<file path="config.mk">
export PLATFORM = sky130hd
export DESIGN_NAME = spi_mem_slave
export DESIGN_NICKNAME = d
export VERILOG_FILES = /design/src/rtl/spi_mem_pkg.sv /design/src/rtl/spi_pin_sync.sv /design/src/rtl/spi_read_ptr.sv /design/src/rtl/spi_tx_shift.sv /design/src/rtl/spi_mem_slave.sv
export SDC_FILE = /design/constraint.sdc
export NUM_CORES = 1
export LEC_CHECK = 0
export BUFFER_PORTS_ARGS = -buffer_cell sky130_fd_sc_hd__buf_2
export CAP_MARGIN = 10
export CORE_ASPECT_RATIO = 0.8
export CORE_MARGIN = 2
export CORE_UTILIZATION = 45
export CTS_BUF_LIST = sky130_fd_sc_hd__clkbuf_16
export DETAILED_ROUTE_END_ITERATION = 8
export SLEW_MARGIN = 10
export SYNTH_ARGS = -nofsm -noshare
export SYNTH_HDL_FRONTEND = slang
export SYNTH_HIERARCHICAL = 1
export SYNTH_SLANG_ARGS = --single-unit
</file>
<file path="constraint.sdc">
create_clock -name clk -period 3.1 [get_ports clk]
set_clock_uncertainty 0.2 [all_clocks]
set_input_delay 0.62 -clock clk [delete_from_list [all_inputs] [get_ports clk]]
set_output_delay 0.62 -clock clk [all_outputs]
set_load 0.02 [all_outputs]
</file>
<file path="src/rtl/spi_mem_pkg.sv">
package spi_mem_pkg;

   typedef enum logic [2:0] {
      PH_CMD,
      PH_ADR,
      PH_ARRAY,
      PH_STATUS,
      PH_DEAF
   } spi_phase_t;

   localparam logic [7:0] CMD_ARRAY_RD  = 8'h03;
   localparam logic [7:0] CMD_STATUS_RD = 8'h05;

endpackage

</file>
<file path="src/rtl/spi_pin_sync.sv">
module spi_pin_sync #(
   parameter int              WIDTH   = 3,
   parameter int              STAGES  = 2,
   parameter logic [WIDTH-1:0] RST_VAL = '0
) (
   input  logic             clk,
   input  logic             rst_n,
   input  logic [WIDTH-1:0] din,
   output logic [WIDTH-1:0] dout
);

   logic [WIDTH-1:0] stg [STAGES];

   generate
      if (STAGES < 2) begin : g_bad_stages
         $error("spi_pin_sync: STAGES must be at least 2");
      end
      for (genvar s = 0; s < STAGES; s++) begin : g_stage
         if (s == 0) begin : g_first
            always_ff @(posedge clk or negedge rst_n) begin
               if (!rst_n) stg[s] <= RST_VAL;
               else        stg[s] <= din;
            end
         end else begin : g_next
            always_ff @(posedge clk or negedge rst_n) begin
               if (!rst_n) stg[s] <= RST_VAL;
               else        stg[s] <= stg[s-1];
            end
         end
      end
   endgenerate

   assign dout = stg[STAGES-1];

endmodule

</file>
<file path="src/rtl/spi_read_ptr.sv">
module spi_read_ptr #(
   parameter int ADDR_W = 15,
   parameter int ID_W   = 6
) (
   input  logic              clk,
   input  logic              rst_n,
   input  logic              load,
   input  logic [ADDR_W-1:0] load_addr,
   input  logic              load_idp,
   input  logic              step,
   output logic [ADDR_W-1:0] fmt,
   output logic [ADDR_W-1:0] nxt,
   output logic              idp
);

   localparam int PAD_W = ADDR_W - ID_W;

   logic [ADDR_W-1:0] cur;
   logic [ID_W-1:0]   id_inc;
   logic [ADDR_W-1:0] id_nxt;
   logic [ADDR_W-1:0] id_load;

   assign id_inc = cur[ID_W-1:0] + ID_W'(1);

   generate
      if (PAD_W < 0) begin : g_bad_width
         $error("spi_read_ptr: ID_W must not exceed ADDR_W");
      end else if (PAD_W > 0) begin : g_pad
         assign id_nxt  = {{PAD_W{1'b0}}, id_inc};
         assign id_load = {{PAD_W{1'b0}}, load_addr[ID_W-1:0]};

         p_page_bound_r5: assert property (@(posedge clk) disable iff (!rst_n)
            idp |-> (cur[ADDR_W-1:ID_W] == '0));
      end else begin : g_flat
         assign id_nxt  = id_inc;
         assign id_load = load_addr;
      end
   endgenerate

   assign fmt = load_idp ? id_load : load_addr;
   assign nxt = idp ? id_nxt : cur + ADDR_W'(1);

   always_ff @(posedge clk or negedge rst_n) begin
      if (!rst_n) begin
         cur <= '0;
         idp <= 1'b0;
      end else if (load) begin
         cur <= fmt;
         idp <= load_idp;
      end else if (step) begin
         cur <= nxt;
      end
   end

endmodule

</file>
<file path="src/rtl/spi_tx_shift.sv">
module spi_tx_shift #(
   parameter int W = 8
) (
   input  logic         clk,
   input  logic         rst_n,
   input  logic         clr,
   input  logic         load,
   input  logic [W-1:0] load_val,
   input  logic         shift,
   output logic         msb
);

   logic [W-1:0] q;

   always_ff @(posedge clk or negedge rst_n) begin
      if (!rst_n)     q <= '0;
      else if (clr)   q <= '0;
      else if (load)  q <= load_val;
      else if (shift) q <= {q[W-2:0], 1'b0};
   end

   assign msb = q[W-1];

   p_load_msb_r3: assert property (@(posedge clk) disable iff (!rst_n)
      (load && !clr) |=> (msb == $past(load_val[W-1])));

endmodule

</file>
<file path="src/rtl/spi_mem_slave.sv">
module spi_mem_slave
   import spi_mem_pkg::*;
#(
   parameter int ADDR_W      = 15,
   parameter int ID_W        = 6,
   parameter int DATA_W      = 8,
   parameter int XADDR_W     = 16,
   parameter int SYNC_STAGES = 2
) (
   input  logic              clk,
   input  logic              rst_n,
   input  logic              spi_sck,
   input  logic              spi_cs_n,
   input  logic              spi_mosi,
   output logic              so_data,
   output logic              so_oe,
   output logic              mem_rd,
   output logic              mem_idp,
   output logic [ADDR_W-1:0] mem_addr,
   input  logic [DATA_W-1:0] mem_rdata,
   input  logic              wr_busy,
   input  logic              idp_en,
   input  logic [DATA_W-3:0] stat_flags
);

   localparam int CMD_W = 8;
   localparam int CNT_W = $clog2(XADDR_W);
   localparam int BIT_W = $clog2(DATA_W);
   localparam int SH_W  = ADDR_W;

   generate
      if (DATA_W != (1 << BIT_W)) begin : g_bad_data
         $error("spi_mem_slave: DATA_W must be a power of two");
      end
      if (SH_W < CMD_W - 1 || ADDR_W >= XADDR_W) begin : g_bad_addr
         $error("spi_mem_slave: address widths inconsistent");
      end
   endgenerate

   // synchronised pins: {sck, cs_n, mosi}
   logic [2:0] pins_s;
   logic       sck_s, cs_s, mosi_s, sck_d;

   spi_pin_sync #(
      .WIDTH  (3),
      .STAGES (SYNC_STAGES),
      .RST_VAL(3'b010)
   ) i_sync (
      .clk  (clk),
      .rst_n(rst_n),
      .din  ({spi_sck, spi_cs_n, spi_mosi}),
      .dout (pins_s)
   );

   assign sck_s  = pins_s[2];
   assign cs_s   = pins_s[1];
   assign mosi_s = pins_s[0];

   always_ff @(posedge clk or negedge rst_n) begin
      if (!rst_n) sck_d <= 1'b0;
      else        sck_d <= sck_s;
   end

   logic act_rise, act_fall;
   assign act_rise = sck_s & ~sck_d & ~cs_s;
   assign act_fall = ~sck_s & sck_d & ~cs_s;

   spi_phase_t        ph;
   logic [CNT_W-1:0]  cnt;
   logic [SH_W-1:0]   in_sh;
   logic [BIT_W-1:0]  bpos;
   logic              so_en_q;
   logic              rd_q;
   logic [DATA_W-1:0] pre_q;

   logic [CMD_W-1:0]  byte_in;
   logic [SH_W-1:0]   shift_in;
   logic              addr_done, sending, byte_start, rd_step;
   logic [DATA_W-1:0] status_byte;

   assign shift_in    = {in_sh[SH_W-2:0], mosi_s};
   assign byte_in     = shift_in[CMD_W-1:0];
   assign addr_done   = act_rise && (ph == PH_ADR) && (cnt == CNT_W'(XADDR_W - 1));
   assign sending     = (ph == PH_ARRAY) || (ph == PH_STATUS);
   assign byte_start  = act_fall && sending && (bpos == '0);
   assign rd_step     = byte_start && (ph == PH_ARRAY);
   assign status_byte = {stat_flags, idp_en, wr_busy};

   // phase sequencer
   always_ff @(posedge clk or negedge rst_n) begin
      if (!rst_n) begin
         ph      <= PH_CMD;
         cnt     <= '0;
         in_sh   <= '0;
         bpos    <= '0;
         so_en_q <= 1'b0;
      end else if (cs_s) begin
         ph      <= PH_CMD;
         cnt     <= '0;
         bpos    <= '0;
         so_en_q <= 1'b0;
      end else begin
         unique case (ph)
            PH_CMD: if (act_rise) begin
               in_sh <= shift_in;
               cnt   <= cnt + CNT_W'(1);
               if (cnt == CNT_W'(CMD_W - 1)) begin
                  cnt <= '0;
                  if (byte_in == CMD_ARRAY_RD)       ph <= PH_ADR;
                  else if (byte_in == CMD_STATUS_RD) ph <= PH_STATUS;
                  else                               ph <= PH_DEAF;
               end
            end
            PH_ADR: if (act_rise) begin
               in_sh <= shift_in;
               cnt   <= cnt + CNT_W'(1);
               if (addr_done) begin
                  cnt <= '0;
                  ph  <= PH_ARRAY;
               end
            end
            PH_ARRAY, PH_STATUS: if (act_fall) begin
               bpos    <= bpos + BIT_W'(1);
               so_en_q <= 1'b1;
            end
            default: ;
         endcase
      end
   end

   // read pointer and one-ahead fetch
   logic [ADDR_W-1:0] ptr_fmt, ptr_nxt;
   logic              ptr_idp;

   spi_read_ptr #(
      .ADDR_W(ADDR_W),
      .ID_W  (ID_W)
   ) i_ptr (
      .clk      (clk),
      .rst_n    (rst_n),
      .load     (addr_done),
      .load_addr(shift_in[ADDR_W-1:0]),
      .load_idp (idp_en),
      .step     (rd_step),
      .fmt      (ptr_fmt),
      .nxt      (ptr_nxt),
      .idp      (ptr_idp)
   );

   assign mem_rd   = addr_done | rd_step;
   assign mem_idp  = addr_done ? idp_en : ptr_idp;
   assign mem_addr = addr_done ? ptr_fmt : ptr_nxt;

   always_ff @(posedge clk or negedge rst_n) begin
      if (!rst_n) begin
         rd_q  <= 1'b0;
         pre_q <= '0;
      end else begin
         rd_q <= mem_rd;
         if (rd_q) pre_q <= mem_rdata;
      end
   end

   // output shifter
   spi_tx_shift #(
      .W(DATA_W)
   ) i_tx (
      .clk     (clk),
      .rst_n   (rst_n),
      .clr     (cs_s),
      .load    (byte_start),
      .load_val((ph == PH_STATUS) ? status_byte : pre_q),
      .shift   (act_fall && sending && (bpos != '0)),
      .msb     (so_data)
   );

   assign so_oe = so_en_q & ~spi_cs_n;

   // assertions
   p_cs_idle_r8: assert property (@(posedge clk) disable iff (!rst_n)
      cs_s |=> (ph == PH_CMD && !so_en_q && cnt == '0));

   p_deaf_quiet_r7: assert property (@(posedge clk) disable iff (!rst_n)
      (ph == PH_DEAF) |-> !so_en_q);

   p_addr_to_data_r3: assert property (@(posedge clk) disable iff (!rst_n)
      addr_done |=> (ph == PH_ARRAY && !so_en_q && bpos == '0));

   p_fetch_single_r4: assert property (@(posedge clk) disable iff (!rst_n)
      mem_rd |=> !mem_rd);

   p_status_nofetch_r6: assert property (@(posedge clk) disable iff (!rst_n)
      (ph == PH_STATUS) |-> !mem_rd);

endmodule

</file>
# After elaboration in Yosys (flattened, before gate mapping)
# Index checks and enable logic that the tools add are counted.
word_totals:
  reg_bits: 65
  out_inout_bits: 19
  elab_cells: 89
classes:
  addsub: 4
  n_eq_ne: 11
  muxes: 30
  bitwise: 10
  reduce_logical: 21
ops:
  columns: ["op", "n"]
  rows:
  - ["$mux 15", 5]
  - ["$mux 8", 4]
  - ["$mux 3", 10]
  - ["$mux 4", 5]
  - ["$add 15x1->15 const B", 1]
  - ["$ne 3x2->1 const B", 4]
  - ["$reduce_bool 3->1", 3]
  - ["$eq 8x2->1 const B", 1]
  - ["$eq 8x3->1 const B", 1]
  - ["$pmux 4 s2", 1]
  - ["$add 6x1->6 const B", 1]
  - ["$eq 3x2->1 const B", 2]
  - ["$logic_and 1x1->1", 6]
  - ["$logic_not 3->1", 2]
  - ["$pmux 3 s2", 1]
  - ["$reduce_and 3->1", 2]
  - ["$reduce_bool 2->1", 3]
  - ["$and 1x1->1", 5]
  - ["$reduce_and 5->1", 1]
  - ["$add 4x1->4 const B", 1]
  - ["$eq 4x3->1 const B", 1]
  - ["$eq 4x4->1 const B", 1]
  - ["$mux 1", 4]
  - ["$not 1->1", 4]
  - ["6 further kinds", 7]

# Longest topological paths before layout
logic_depth:
  word_depth: 9
  ltp_mapped: 10

# Modules after synthesis
# The synthesis kept the hierarchy.
by_module_without_submodules:
  columns: ["mod", "n_inst", "cells_each", "area_each_um2", "seq_area_each_um2"]
  rows:
  - ["spi_mem_slave", 1, 156, 1909.3, 875.8]
  - ["spi_read_ptr", 1, 159, 1337.5, 400.4]
  - ["spi_tx_shift", 1, 35, 409.1, 200.2]
  - ["spi_pin_sync", 1, 9, 175.2, 152.6]

# Worst setup path after synthesis
# OpenSTA, ideal clock, no wires.
synth_path:
  path_kind: "flip-flop to output port"
  from: "reg ph[1]"
  to: "out mem_addr[0]"
  arrival_time_ns: 2.011
  required_time_ns: 2.280
  slack_ns: 0.269
  path_stages_with_launch: 8
  n_path_buf: 3
  cell_sequence: "dfrtp_1 > or4b_1 > buf_2 > nor2_8 > and4_1 > buf_6 > buf_12 > mux2_4"
synth_via:
  elab_chain_cells: 4
synth_lines:
  columns: ["element", "line_no", "rtl"]
  rows:
  - ["start, declared", "spi_mem_slave.sv:68", "spi_phase_t ph;"]
  - ["start signal, assigned", "spi_mem_slave.sv:92", "ph <= PH_CMD;"]
  - ["start signal, assigned", "spi_mem_slave.sv:98", "ph <= PH_CMD;"]
  - ["start signal, assigned", "spi_mem_slave.sv:109", "if (byte_in == CMD_ARRAY_RD) ph <= PH_ADR;"]
  - ["$eq 3x1->1", "spi_mem_slave.sv:83", "assign addr_done = act_rise && (ph == PH_ADR) && (cnt == CNT_W'(XADDR_W - 1));"]
  - ["$logic_and 1x1->1 (2 in a row)", "spi_mem_slave.sv:83", null]
  - ["$mux 15", "spi_mem_slave.sv:152", "assign mem_addr = addr_done ? ptr_fmt : ptr_nxt;"]
  - ["end, declared", "spi_mem_slave.sv:19", "output logic [ADDR_W-1:0] mem_addr,"]
# No other way between the ends.

# Worst setup path after layout
layout_path:
  from: "reg sck_d"
  to: "out mem_addr[1]"
layout_via:
  elab_chain_cells: 6
layout_lines:
  columns: ["element", "line_no", "rtl"]
  rows:
  - ["start, declared", "spi_mem_slave.sv:42", "logic sck_s, cs_s, mosi_s, sck_d;"]
  - ["start signal, assigned", "spi_mem_slave.sv:61", "else sck_d <= sck_s;"]
  - ["$not 1->1", "spi_mem_slave.sv:65", "assign act_rise = sck_s & ~sck_d & ~cs_s;"]
  - ["$and 1x1->1 (2 in a row)", "spi_mem_slave.sv:65", null]
  - ["$logic_and 1x1->1 (2 in a row)", "spi_mem_slave.sv:83", null]
  - ["$mux 15", "spi_mem_slave.sv:152", null]
# No other way between the ends.

==> summary.md <==
| Metric | Value |
|---|---|
| WL/cell | 15.3 um |
| Die H | 86.5 um |
| Count of input and output buffers | 39 |
| Cells on worst reg2reg path | 9 |
| Critical path data required time | 2.28 ns |
| Cell variety after synth | 61 |
| Synth top area cells | dfrtp_1 41%, mux2_2 11%, mux2_4 3.9% |
| GRT Util Overall | 18.3% |
| Commonest non-fill, non-tap cells in the layout | 63 x dfrtp_1, 31 x mux2_2, 24 x nor2_1 |
| Remaining DRCs | 0 |
| Cell taking the most area after synthesis | dfrtp_1 |
| Post-route cell area | 0.00460 sq mm |
| Iter 0 DRT Violations | 100 |
| Htree depth | 3 |
| Arrival @ worst endpoint | 2.28 ns |
| Final worst-path cycle share | 99.8% |
| Synthesized netlist cell count | 359 |
| Final ANT Viol Nets | 0 |
| Synth Area per Inst | 10.7 sq um |
| Hold-fix buffers, CTS | 0 |
| Ports | 40 |
| Hold_ws | 0.0899 ns |
| # clock sinks | 65 |
| Final TNS setup | 0 ns |
| Syn. warnings | 6 |
| Vias per cell | 5.24 |
| Sequential fraction of the synthesis area | 42.5% |
| First-pass GRT wire length | 13000 um |
| Clock Latency Late Sink | 0.33 ns |
| Unrepaired setup endpoints after global routing | yes |
| Crit-path max FO | 8 |
| Initial Utilization | 45.8% |
| Crit Path Category | reg -> out |
| Vias in the first global route | 2600 |
| Peak VDD IR | 0.000422 V |
| Post-route minimum period | 3.10 ns |
| Share of cells above drive strength 1 | 31.9% |
| PwrDens | 465 mW/mm^2 |
| Kind of capture point of the worst setup path | output port |
| Slew HR | 62.9% |
| Hold Violations, Final | 0 |
| Syn nets | 384 |
| Initial antenna violation count | 0 |
| Most used DFF post-synth | dfrtp_1 |
| Final Setup Violations | 0 |
| Routability cong. | 0.815 |
| CTS tree | yes |
| Max cap viols | 0 |
| Static Leakage | 2.04 nW |
| Largest net degree at the start of global routing | 66 |
| Nets | 422 |
| CTS max path bufs | 2 |
| Fmax | 323 MHz |
| Min-delay worst type | in -> async |
| Synthesized cell area | 0.00383 sq mm |
| Number of enable flip-flop cells after synthesis | 0 |
| CTS Buf Count | 9 |
| Max-slew violations | 0 |
| Total Power | 2.14 mW |
| Measured slew at the worst slew-check pin | 0.549 ns |
| Post-DP Area | 0.00410 sq mm |
| Asr flop ratio synth | 100% |
| Core area | 0.00837 sq mm |
| Outcome | completed |
| Filler-free cell count of the finished design | 513 |
| Grt total ovfl | 0 |
| Clk slew on worst S/H paths | 0.05 ns |
| Pre-antenna DRT Iters | 4 |
| Layout area overhead | 20.0% |
| Dpl cells | 494 |
| CTS Root Cell | clkbuf_16 |
| Critical Path Start Type | flop |
| Final core utilization | 54.9% |
| Final wirelength | 7830 um |
| Dpl ws | 0.161 ns |
| # rows | 30 |
| Via Count | 2687 |
| Die footprint | 0.00927 sq mm |
| Yosys top cell area share | 41.1% |
| Width of the die | 107 um |
| Yosys reg bits | 65 |
| Ant. Diodes | 0 |
| DP HPWL | 5250 um |
| Most common cell after layout, fill and taps aside | dfrtp_1 |
| Final Worst Setup Slack | 0.00492 ns |
routing by layer:
| layer | share of wire [%] | vias to the layer above | global-route usage (%) |
|---|---|---|---|
| met4 | 1.1 | 0 | 5.79 |
| met1 | 51 | 1291 | 26.0 |
| met2 | 43 | 45 | 25.9 |
| li1 | - | 1342 | - |
| met5 | 0 | - | 0 |
| met3 | 4.6 | 9 | 6.69 |
registers in the layout, indices dropped and copies added, names as in the netlist:
| register | cells |
|---|---|
| cnt | 4 |
| i_ptr/idp | 1 |
| i_ptr/cur | 15 |
| rd_q | 1 |
| ph | 3 |
| pre_q | 8 |
| i_sync/dout | 3 |
| sck_d | 1 |
| bpos | 3 |
| so_en_q | 1 |
| in_sh | 14 |
| i_tx/q | 8 |
| i_sync/stg | 3 |
synth_stat cells, drive strengths merged (6+ instances only):
master and instances:
a211oi 8, a21oi 10, buf 20, clkbuf 10
dfrtp 63, inv 14, mux2 47, mux2i 11
nand2 23, nor2 25, nor2b 18, nor3 6
nor4 8, o21ai 15, xnor2 14, xor2 9
kinds of logic after synthesis:
logic type / after synthesis / share of synthesized area (%)
DFF: 65 / 42.5
xor gates and xnor gates: 23 / 5.26
and+or+nand+nor: 109 / 16.8
adders and majority gates: 4 / 1.31
muxes: 58 / 17.7
AOI/OAI and AO/OA: 54 / 9.57
buffers and inverters: 46 / 6.92
what timing repair did:
action	CTS	global route
gates resized for setup	42	3
cloned	1	0
buffers inserted	2	1
pin swaps	2	3
endpoints found under the hold margin	0	0
setup endpoints to repair	17	17
where the power goes:
part           internal, mW  switching [mW]  total, mW
registers             0.906          0.0633      0.970
logic                0.0765          0.0663      0.143
clock network         0.687           0.340       1.03
total                  1.67           0.469       2.14
final cells by class:
cell class | instances | area [sq um]
tap | 112 | 140
clock inverter | 6 | 75.1
multi-input combinational | 248 | 1990
timing repair buffer | 58 | 483
inverter | 15 | 56.3
fill | 739 | 3770
clock buffer | 9 | 225
sequential | 65 | 1630
critical path: stages (launching register included):
cell and delay [ns]:
dfrtp_1 0.38, or4b_4 0.57, nor2_8 0.10, and4_4 0.29, buf_12 0.16, mux2_4 0.31
buf_6 0.13
final timing paths:
check                                    from             end  slack (ns)
worst max-delay path                    sck_d     mem_addr[1]       0.005
worst min-delay path                    rst_n        in_sh[2]        0.09
worst max register to register          sck_d   i_ptr/cur[13]        0.37
worst min register to register  i_sync/stg[3]  i_sync/dout[0]        0.15
max in group asynchronous               rst_n   i_sync/stg[4]        2.27
min in group clk                i_sync/stg[3]  i_sync/dout[0]        0.15
No activity file was read; power rests on OpenSTA's default activity.
